### config.mk
export PLATFORM = sky130hd
export DESIGN_NAME = fxacc_top
export DESIGN_NICKNAME = d
export VERILOG_FILES = /design/src/rtl/fxacc_pkg.sv /design/src/rtl/fxacc_ctrl.sv /design/src/rtl/fxacc_dpath.sv /design/src/rtl/fxacc_top.sv
export SDC_FILE = /design/constraint.sdc
export NUM_CORES = 2
export LEC_CHECK = 0
export BUFFER_PORTS_ARGS = -buffer_cell sky130_fd_sc_hd__buf_4
export CORE_MARGIN = 8
export CORE_UTILIZATION = 55
export CTS_BUF_LIST = sky130_fd_sc_hd__clkbuf_16
export DETAILED_ROUTE_END_ITERATION = 6
export MAX_ROUTING_LAYER = met4
export PLACE_DENSITY = 0.71
export SYNTH_ARGS = -nofsm -noshare
export SYNTH_HDL_FRONTEND = slang
export SYNTH_SLANG_ARGS = --single-unit
### constraint.sdc
create_clock -name clk -period 15.3 [get_ports clk]
set_input_delay 3.06 -clock clk [delete_from_list [all_inputs] [get_ports clk]]
set_output_delay 3.06 -clock clk [all_outputs]
set_load 0.02 [all_outputs]
### src/rtl/fxacc_pkg.sv
package fxacc_pkg;
  localparam int EXP_W  = 11;
  localparam int FRAC_W = 34;
  localparam int BIAS   = 1023;
  localparam int INT_W  = 40;
  localparam int FRC_W  = 100;

  localparam int FLT_W  = 1 + EXP_W + FRAC_W;
  localparam int ACC_W  = INT_W + FRC_W;
  localparam int SIG_W  = FRAC_W + 1;
  // shift that places significand bit 0 on the fixed-point grid
  localparam int SHIFT0 = BIAS + FRAC_W - FRC_W;
  // first exponent whose magnitude no longer fits in the integer part
  localparam int SAT_EXP = BIAS + INT_W - 1;
  localparam int POS_W  = $clog2(ACC_W);

  typedef struct packed {
    logic capture;  // convert and register the incoming float
    logic accEn;    // fold the registered fixed value into the sum
    logic accClr;   // with accEn: replace the sum instead of adding
    logic emit;     // convert the sum and register the float result
  } fxaccCtl_t;
endpackage

### src/rtl/fxacc_ctrl.sv
module fxacc_ctrl
  import fxacc_pkg::*;
(
  input  logic      clk,
  input  logic      rstN,
  input  logic      inValid,
  input  logic      inStart,
  input  logic      inLast,
  output fxaccCtl_t ctl,
  output logic      outValid
);
  logic convValid, convStart, convLast;
  logic sumLast;

  always_ff @(posedge clk or negedge rstN) begin
    if (!rstN) begin
      convValid <= 1'b0;
      convStart <= 1'b0;
      convLast  <= 1'b0;
      sumLast   <= 1'b0;
      outValid  <= 1'b0;
    end else begin
      convValid <= inValid;
      convStart <= inValid & inStart;
      convLast  <= inValid & inLast;
      sumLast   <= convValid & convLast;
      outValid  <= sumLast;
    end
  end

  always_comb begin
    ctl.capture = inValid;
    ctl.accEn   = convValid;
    ctl.accClr  = convValid & convStart;
    ctl.emit    = sumLast;
  end

  // a result pulse always traces back to an accepted last input
  assert_result_latency_R9: assert property (@(posedge clk) disable iff (!rstN)
    outValid |-> $past(inValid && inLast, 3));

  // results are single-cycle pulses unless last inputs were back to back
  assert_single_pulse_R9: assert property (@(posedge clk) disable iff (!rstN)
    (outValid && !$past(inValid && inLast, 2)) |=> !outValid);

  // an idle input slot never schedules a sum update
  assert_idle_ignored_R8: assert property (@(posedge clk) disable iff (!rstN)
    !inValid |=> !ctl.accEn);
endmodule

### src/rtl/fxacc_dpath.sv
module fxacc_dpath
  import fxacc_pkg::*;
(
  input  logic             clk,
  input  logic             rstN,
  input  fxaccCtl_t        ctl,
  input  logic [FLT_W-1:0] inData,
  output logic [FLT_W-1:0] outData
);
  localparam logic [ACC_W-1:0] MAX_POS = {1'b0, {(ACC_W-1){1'b1}}};
  localparam logic [ACC_W-1:0] MAX_NEG = {1'b1, {(ACC_W-1){1'b0}}};

  function automatic logic [ACC_W-1:0] floatToFix(input logic [FLT_W-1:0] f);
    logic [ACC_W-1:0] mag;
    logic [SIG_W-1:0] sig;
    int               expo;
    int               sh;
    sig  = {1'b1, f[FRAC_W-1:0]};
    expo = int'(f[FRAC_W +: EXP_W]);
    sh   = expo - SHIFT0;
    if (expo == 0)              mag = '0;
    else if (expo >= SAT_EXP)   mag = MAX_POS;
    else if (sh >= 0)           mag = ACC_W'(sig) << sh;
    else if (-sh >= SIG_W)      mag = '0;
    else                        mag = ACC_W'(sig) >> (-sh);
    return f[FLT_W-1] ? (~mag + 1'b1) : mag;
  endfunction

  function automatic logic [ACC_W-1:0] satAdd(input logic [ACC_W-1:0] a,
                                              input logic [ACC_W-1:0] b);
    logic [ACC_W:0] wide;
    wide = {a[ACC_W-1], a} + {b[ACC_W-1], b};
    if (wide[ACC_W] != wide[ACC_W-1]) return wide[ACC_W] ? MAX_NEG : MAX_POS;
    return wide[ACC_W-1:0];
  endfunction

  function automatic logic [FLT_W-1:0] fixToFloat(input logic [ACC_W-1:0] a);
    logic [ACC_W-1:0] mag;
    logic [ACC_W-1:0] norm;
    logic [POS_W-1:0] lead;
    logic             sgn;
    sgn  = a[ACC_W-1];
    mag  = sgn ? (~a + 1'b1) : a;
    lead = '0;
    for (int i = 0; i < ACC_W; i++) begin
      if (mag[i]) lead = POS_W'(i);
    end
    if (mag == '0) return '0;
    norm = mag << (ACC_W - 1 - int'(lead));
    return {sgn, EXP_W'(int'(lead) + BIAS - FRC_W), norm[ACC_W-2 -: FRAC_W]};
  endfunction

  logic [ACC_W-1:0] fixReg;
  logic [ACC_W-1:0] acc;
  logic [ACC_W-1:0] accBase;
  logic [ACC_W-1:0] accNext;

  always_comb begin
    accBase = ctl.accClr ? '0 : acc;
    accNext = satAdd(accBase, fixReg);
  end

  always_ff @(posedge clk or negedge rstN) begin
    if (!rstN) begin
      fixReg  <= '0;
      acc     <= '0;
      outData <= '0;
    end else begin
      if (ctl.capture) fixReg  <= floatToFix(inData);
      if (ctl.accEn)   acc     <= accNext;
      if (ctl.emit)    outData <= fixToFloat(acc);
    end
  end

  // a zero exponent field enters as exactly zero
  assert_zero_flush_R2: assert property (@(posedge clk) disable iff (!rstN)
    (ctl.capture && inData[FRAC_W +: EXP_W] == '0) |=> fixReg == '0);

  // a start input replaces the sum with its own converted value
  assert_start_clears_R6: assert property (@(posedge clk) disable iff (!rstN)
    (ctl.accEn && ctl.accClr) |=> acc == $past(fixReg));

  // two non-negative operands never wrap to a negative sum
  assert_no_overflow_R5: assert property (@(posedge clk) disable iff (!rstN)
    (ctl.accEn && !ctl.accClr && !acc[ACC_W-1] && !fixReg[ACC_W-1]) |=> !acc[ACC_W-1]);

  // two negative operands never wrap to a non-negative sum
  assert_no_underflow_R5: assert property (@(posedge clk) disable iff (!rstN)
    (ctl.accEn && !ctl.accClr && acc[ACC_W-1] && fixReg[ACC_W-1]) |=> acc[ACC_W-1]);

  // a zero sum yields the all-zero word
  assert_zero_result_R10: assert property (@(posedge clk) disable iff (!rstN)
    (ctl.emit && acc == '0) |=> outData == '0);

  // a non-zero result carries the sign of the sum
  assert_result_sign_R10: assert property (@(posedge clk) disable iff (!rstN)
    (ctl.emit && acc != '0) |=> outData[FLT_W-1] == $past(acc[ACC_W-1]));
endmodule

### src/rtl/fxacc_top.sv
module fxacc_top
  import fxacc_pkg::*;
(
  input  logic             clk,
  input  logic             rstN,
  input  logic             inValid,
  input  logic             inStart,
  input  logic             inLast,
  input  logic [45:0]      inData,
  output logic             outValid,
  output logic [45:0]      outData
);
  fxaccCtl_t ctl;

  fxacc_ctrl u_ctrl (
    .clk      (clk),
    .rstN     (rstN),
    .inValid  (inValid),
    .inStart  (inStart),
    .inLast   (inLast),
    .ctl      (ctl),
    .outValid (outValid)
  );

  fxacc_dpath u_dpath (
    .clk     (clk),
    .rstN    (rstN),
    .ctl     (ctl),
    .inData  (inData),
    .outData (outData)
  );
endmodule

==> impl_metrics.toml <==
[status]
status = "finished, violations left"
violations = "design-rule violations, max-capacitance violations, max-slew violations"

[routing]
drt-met1-wl_mm = 86.2
routed_wl_mm = 234
drt_iter0_drc = 9677
drc = 1
vias_per_cell = 7.51
wl_met2_mm = 97.5
top_layer_used = "met4"
vias = 57500
dr_wl_met3_mm = 29.2
first_pass_iters = 7
drtAntennaViolNets = 0
wire_per_inst_um = 30.5

[clock_network]
cts_made_buffers = 43
cts.path.max_buffers = 3
clk_latency_ps = 660
cts_tree = "done"
hold_buffers = 0
clkSlewWorstSetupHoldPaths_ps = 60
postCtsSetupBuffers = 0
cts_resized = 0
numClockSinks = 331
cts_root_buf = "clkbuf_16"
h-tree-depth = 2

[final_layout]
filler_cell_count = 8436
stdcell_count = 7655
fin_nets = 6635
syn_to_final_growth_pct = 5.51
drive_above_1_share = 0.118
utilization = 0.583

[floorplanning]
floorplan.initialDensity = 0.553
rows = 111
die_w_um = 319
die_area_sq_um = 102000
core_area_sq_um = 91400
io_pins = 98
die_h_um = 319

[sta]
min_period_ps = 11540
fmax_ghz = 0.0866
final_hold_viol_count = 0
setup_viol = 0
finalMaxSlewViolations = 5
fin_crit_sh = 0.755
relSlewSlack = -0.0318
rsz0062_at_grt = "no"
finalSetupTns_ps = 0
holdWs_ps = 457
skew_ps = 47.4
worstMarginPinSlew_ps = 1550

[yosys]
synthTopCellsByCount = "nand2_1, nor2_1, a21oi_1"
synth_nets = 6874
synth_top_family_by_area = "compound AO/OA/AOI/OAI gates"
ys_ff_latch = 331
synth_top_area_cell = "dfrtp_1"
synth_area_sq_um = 50500
synth.area.mux_share = 0.142
synthArstFlopShare = 1.00
synthSimpleGateAreaFrac = 0.206
synth.most_common_cell = "nand2_1"
syn_area_per_cell_sq_um = 7.57
synth_edf_count = 0
syn_inst = 6668
synth_top_area_frac = 0.164
synth_xor_area_frac = 0.0746
yosys.area_share.adder = 0.0386
synth_cell_types = 129
synth.area.top_cells = "dfrtp_1, mux2i_1, xnor2_1"
ys_warn_count = 0
synth_ff_type = "dfrtp_1"
synth_compound_gate_area_share = 0.311
yosysSeqAreaShare = 0.164

[grt]
track_usage = 0.447
antenna_found_initial = 4
grt_max_degree = 141
grt_first_pass_wirelength_mm = 345
grt_overflow = 0
grt_pass1_vias = 52400

[worst_setup_path]
r2r_setup_slack_ps = 4220
critical_path_arrival_ps = 12070
ff2ff_path_depth = 24
crit_slowest_cell = "buf_4"
worst_setup_path_end_kind = "register"
worstSetupStartpointType = "input port"
startpoint = "inData[34]"
slowest_delay_ps = 730
cp.required_ps = 15830
cp_max_fo = 89
worstSetupPathType = "input port to register"
reg2reg_from = "u_ctrl.convValid"

[placement]
portBuffers = 97
dp.cells = 7569
place.gp.congestion = 1.16
dp_hpwl_mm = 180

[flow_run]
drv_cap = 1

[worst_hold_path]
hold_path_startpoint = "u_ctrl.convLast"
hp-class = "register to register"
min_path_cells = 1
[cells in the final DEF, fill, tap and decap left out, types with 31 or more instances in the layout]
cell type  count
xnor2_1      334
nand2b_1      61
a211oi_1      88
buf_4        232
nand2_1      558
a221oi_1      41
or2_2         35
or4_1         35
nand4_1       93
xor2_1        77
inv_1        242
clkbuf_16     43
nand3_1      222
o21a_1        47
and3_1        43
a32oi_1       59
a31oi_1       76
o41ai_1       44
a22oi_1       73
o21ai_0      364
o22ai_1      201
mux2i_1      330
ha_1         152
nor3_1       158
o211ai_1      83
o31ai_1       86
mux4_2        71
o21bai_1      31
nor4_1        63
a22o_1        37
a21oi_1      521
a21o_1       120
mux2_2       195
nor2b_1       41
dfrtp_1      328
or3_1         52
nor2_1       542
a41oi_1       32
and2_1        53
[flip-flops by register name (all words and copies together), names as in the netlist]
register          flops
u_ctrl.convLast       1
u_ctrl.convStart      1
u_ctrl.convValid      1
u_ctrl.outValid       1
u_ctrl.sumLast        1
u_dpath.acc         140
u_dpath.fixReg      140
u_dpath.outData      46
[layer usage]
metal | vias up | track usage
met1 | 27000 | 0.545
met2 | 4415 | 0.646
met5 | - | -
li1 | 25000 | -
met3 | 1043 | 0.113
met4 | 0 | 0.305
[logic make-up (layout without fill, tap and decap cells)]
group                    after synthesis  count (layout)
AO/OA/AOI/OAI                       2301            2301
other                                  0               5
AND/OR/NAND/NOR                     2086            2086
flip-flops                           331             331
XOR/XNOR                             427             427
adder cells (fa/ha/maj)              155             155
multiplexers                         601             601
buffers and inverters                767             563
[metrics by stage]
step / instance area [sq um] / setup WS [ps]
after floorplan: 50500 / 5130
after global placement: 51700 / 3570
after detailed placement: 51700 / 3430
after CTS: 53200 / 4100
after global routing: 53300 / 3280
final: 53300 / 3760
[path summary, 6_finish.rpt]
check | endpoint
worst max-delay path | u_dpath.fixReg[136]
worst min-delay path | u_ctrl.sumLast
worst max register to register | u_dpath.acc[128]
worst min register to register | u_ctrl.sumLast
max in group asynchronous | u_dpath.acc[64]
min in group asynchronous | u_dpath.fixReg[6]
[critical path, delay by kind of cell]
family | cells | cell delay, ps
AOI/OAI and AO/OA | 5 | 1590
buffers and inverters | 5 | 1740
and+or+nand+nor | 14 | 4010
adders and majority gates | 3 | 1260
muxes | 1 | 260
xor gates and xnor gates | 1 | 110
[final cells by class]
| type | count | area, sq um | share of cell area |
|---|---|---|---|
| tap | 1186 | 1480 | 0.0279 |
| clock buffer | 43 | 1080 | 0.0202 |
| antenna | 5 | 12.5 | 0.000235 |
| clock inverter | 37 | 443 | 0.00831 |
| sequential | 331 | 8290 | 0.156 |
| inverter | 244 | 918 | 0.0172 |
| timing repair buffer | 239 | 1860 | 0.0349 |
| multi-input combinational | 5570 | 39200 | 0.736 |
Power is left out: the tool's default activity adds up to more than one toggle a clock period on the data nets, which glitch-free logic cannot reach.
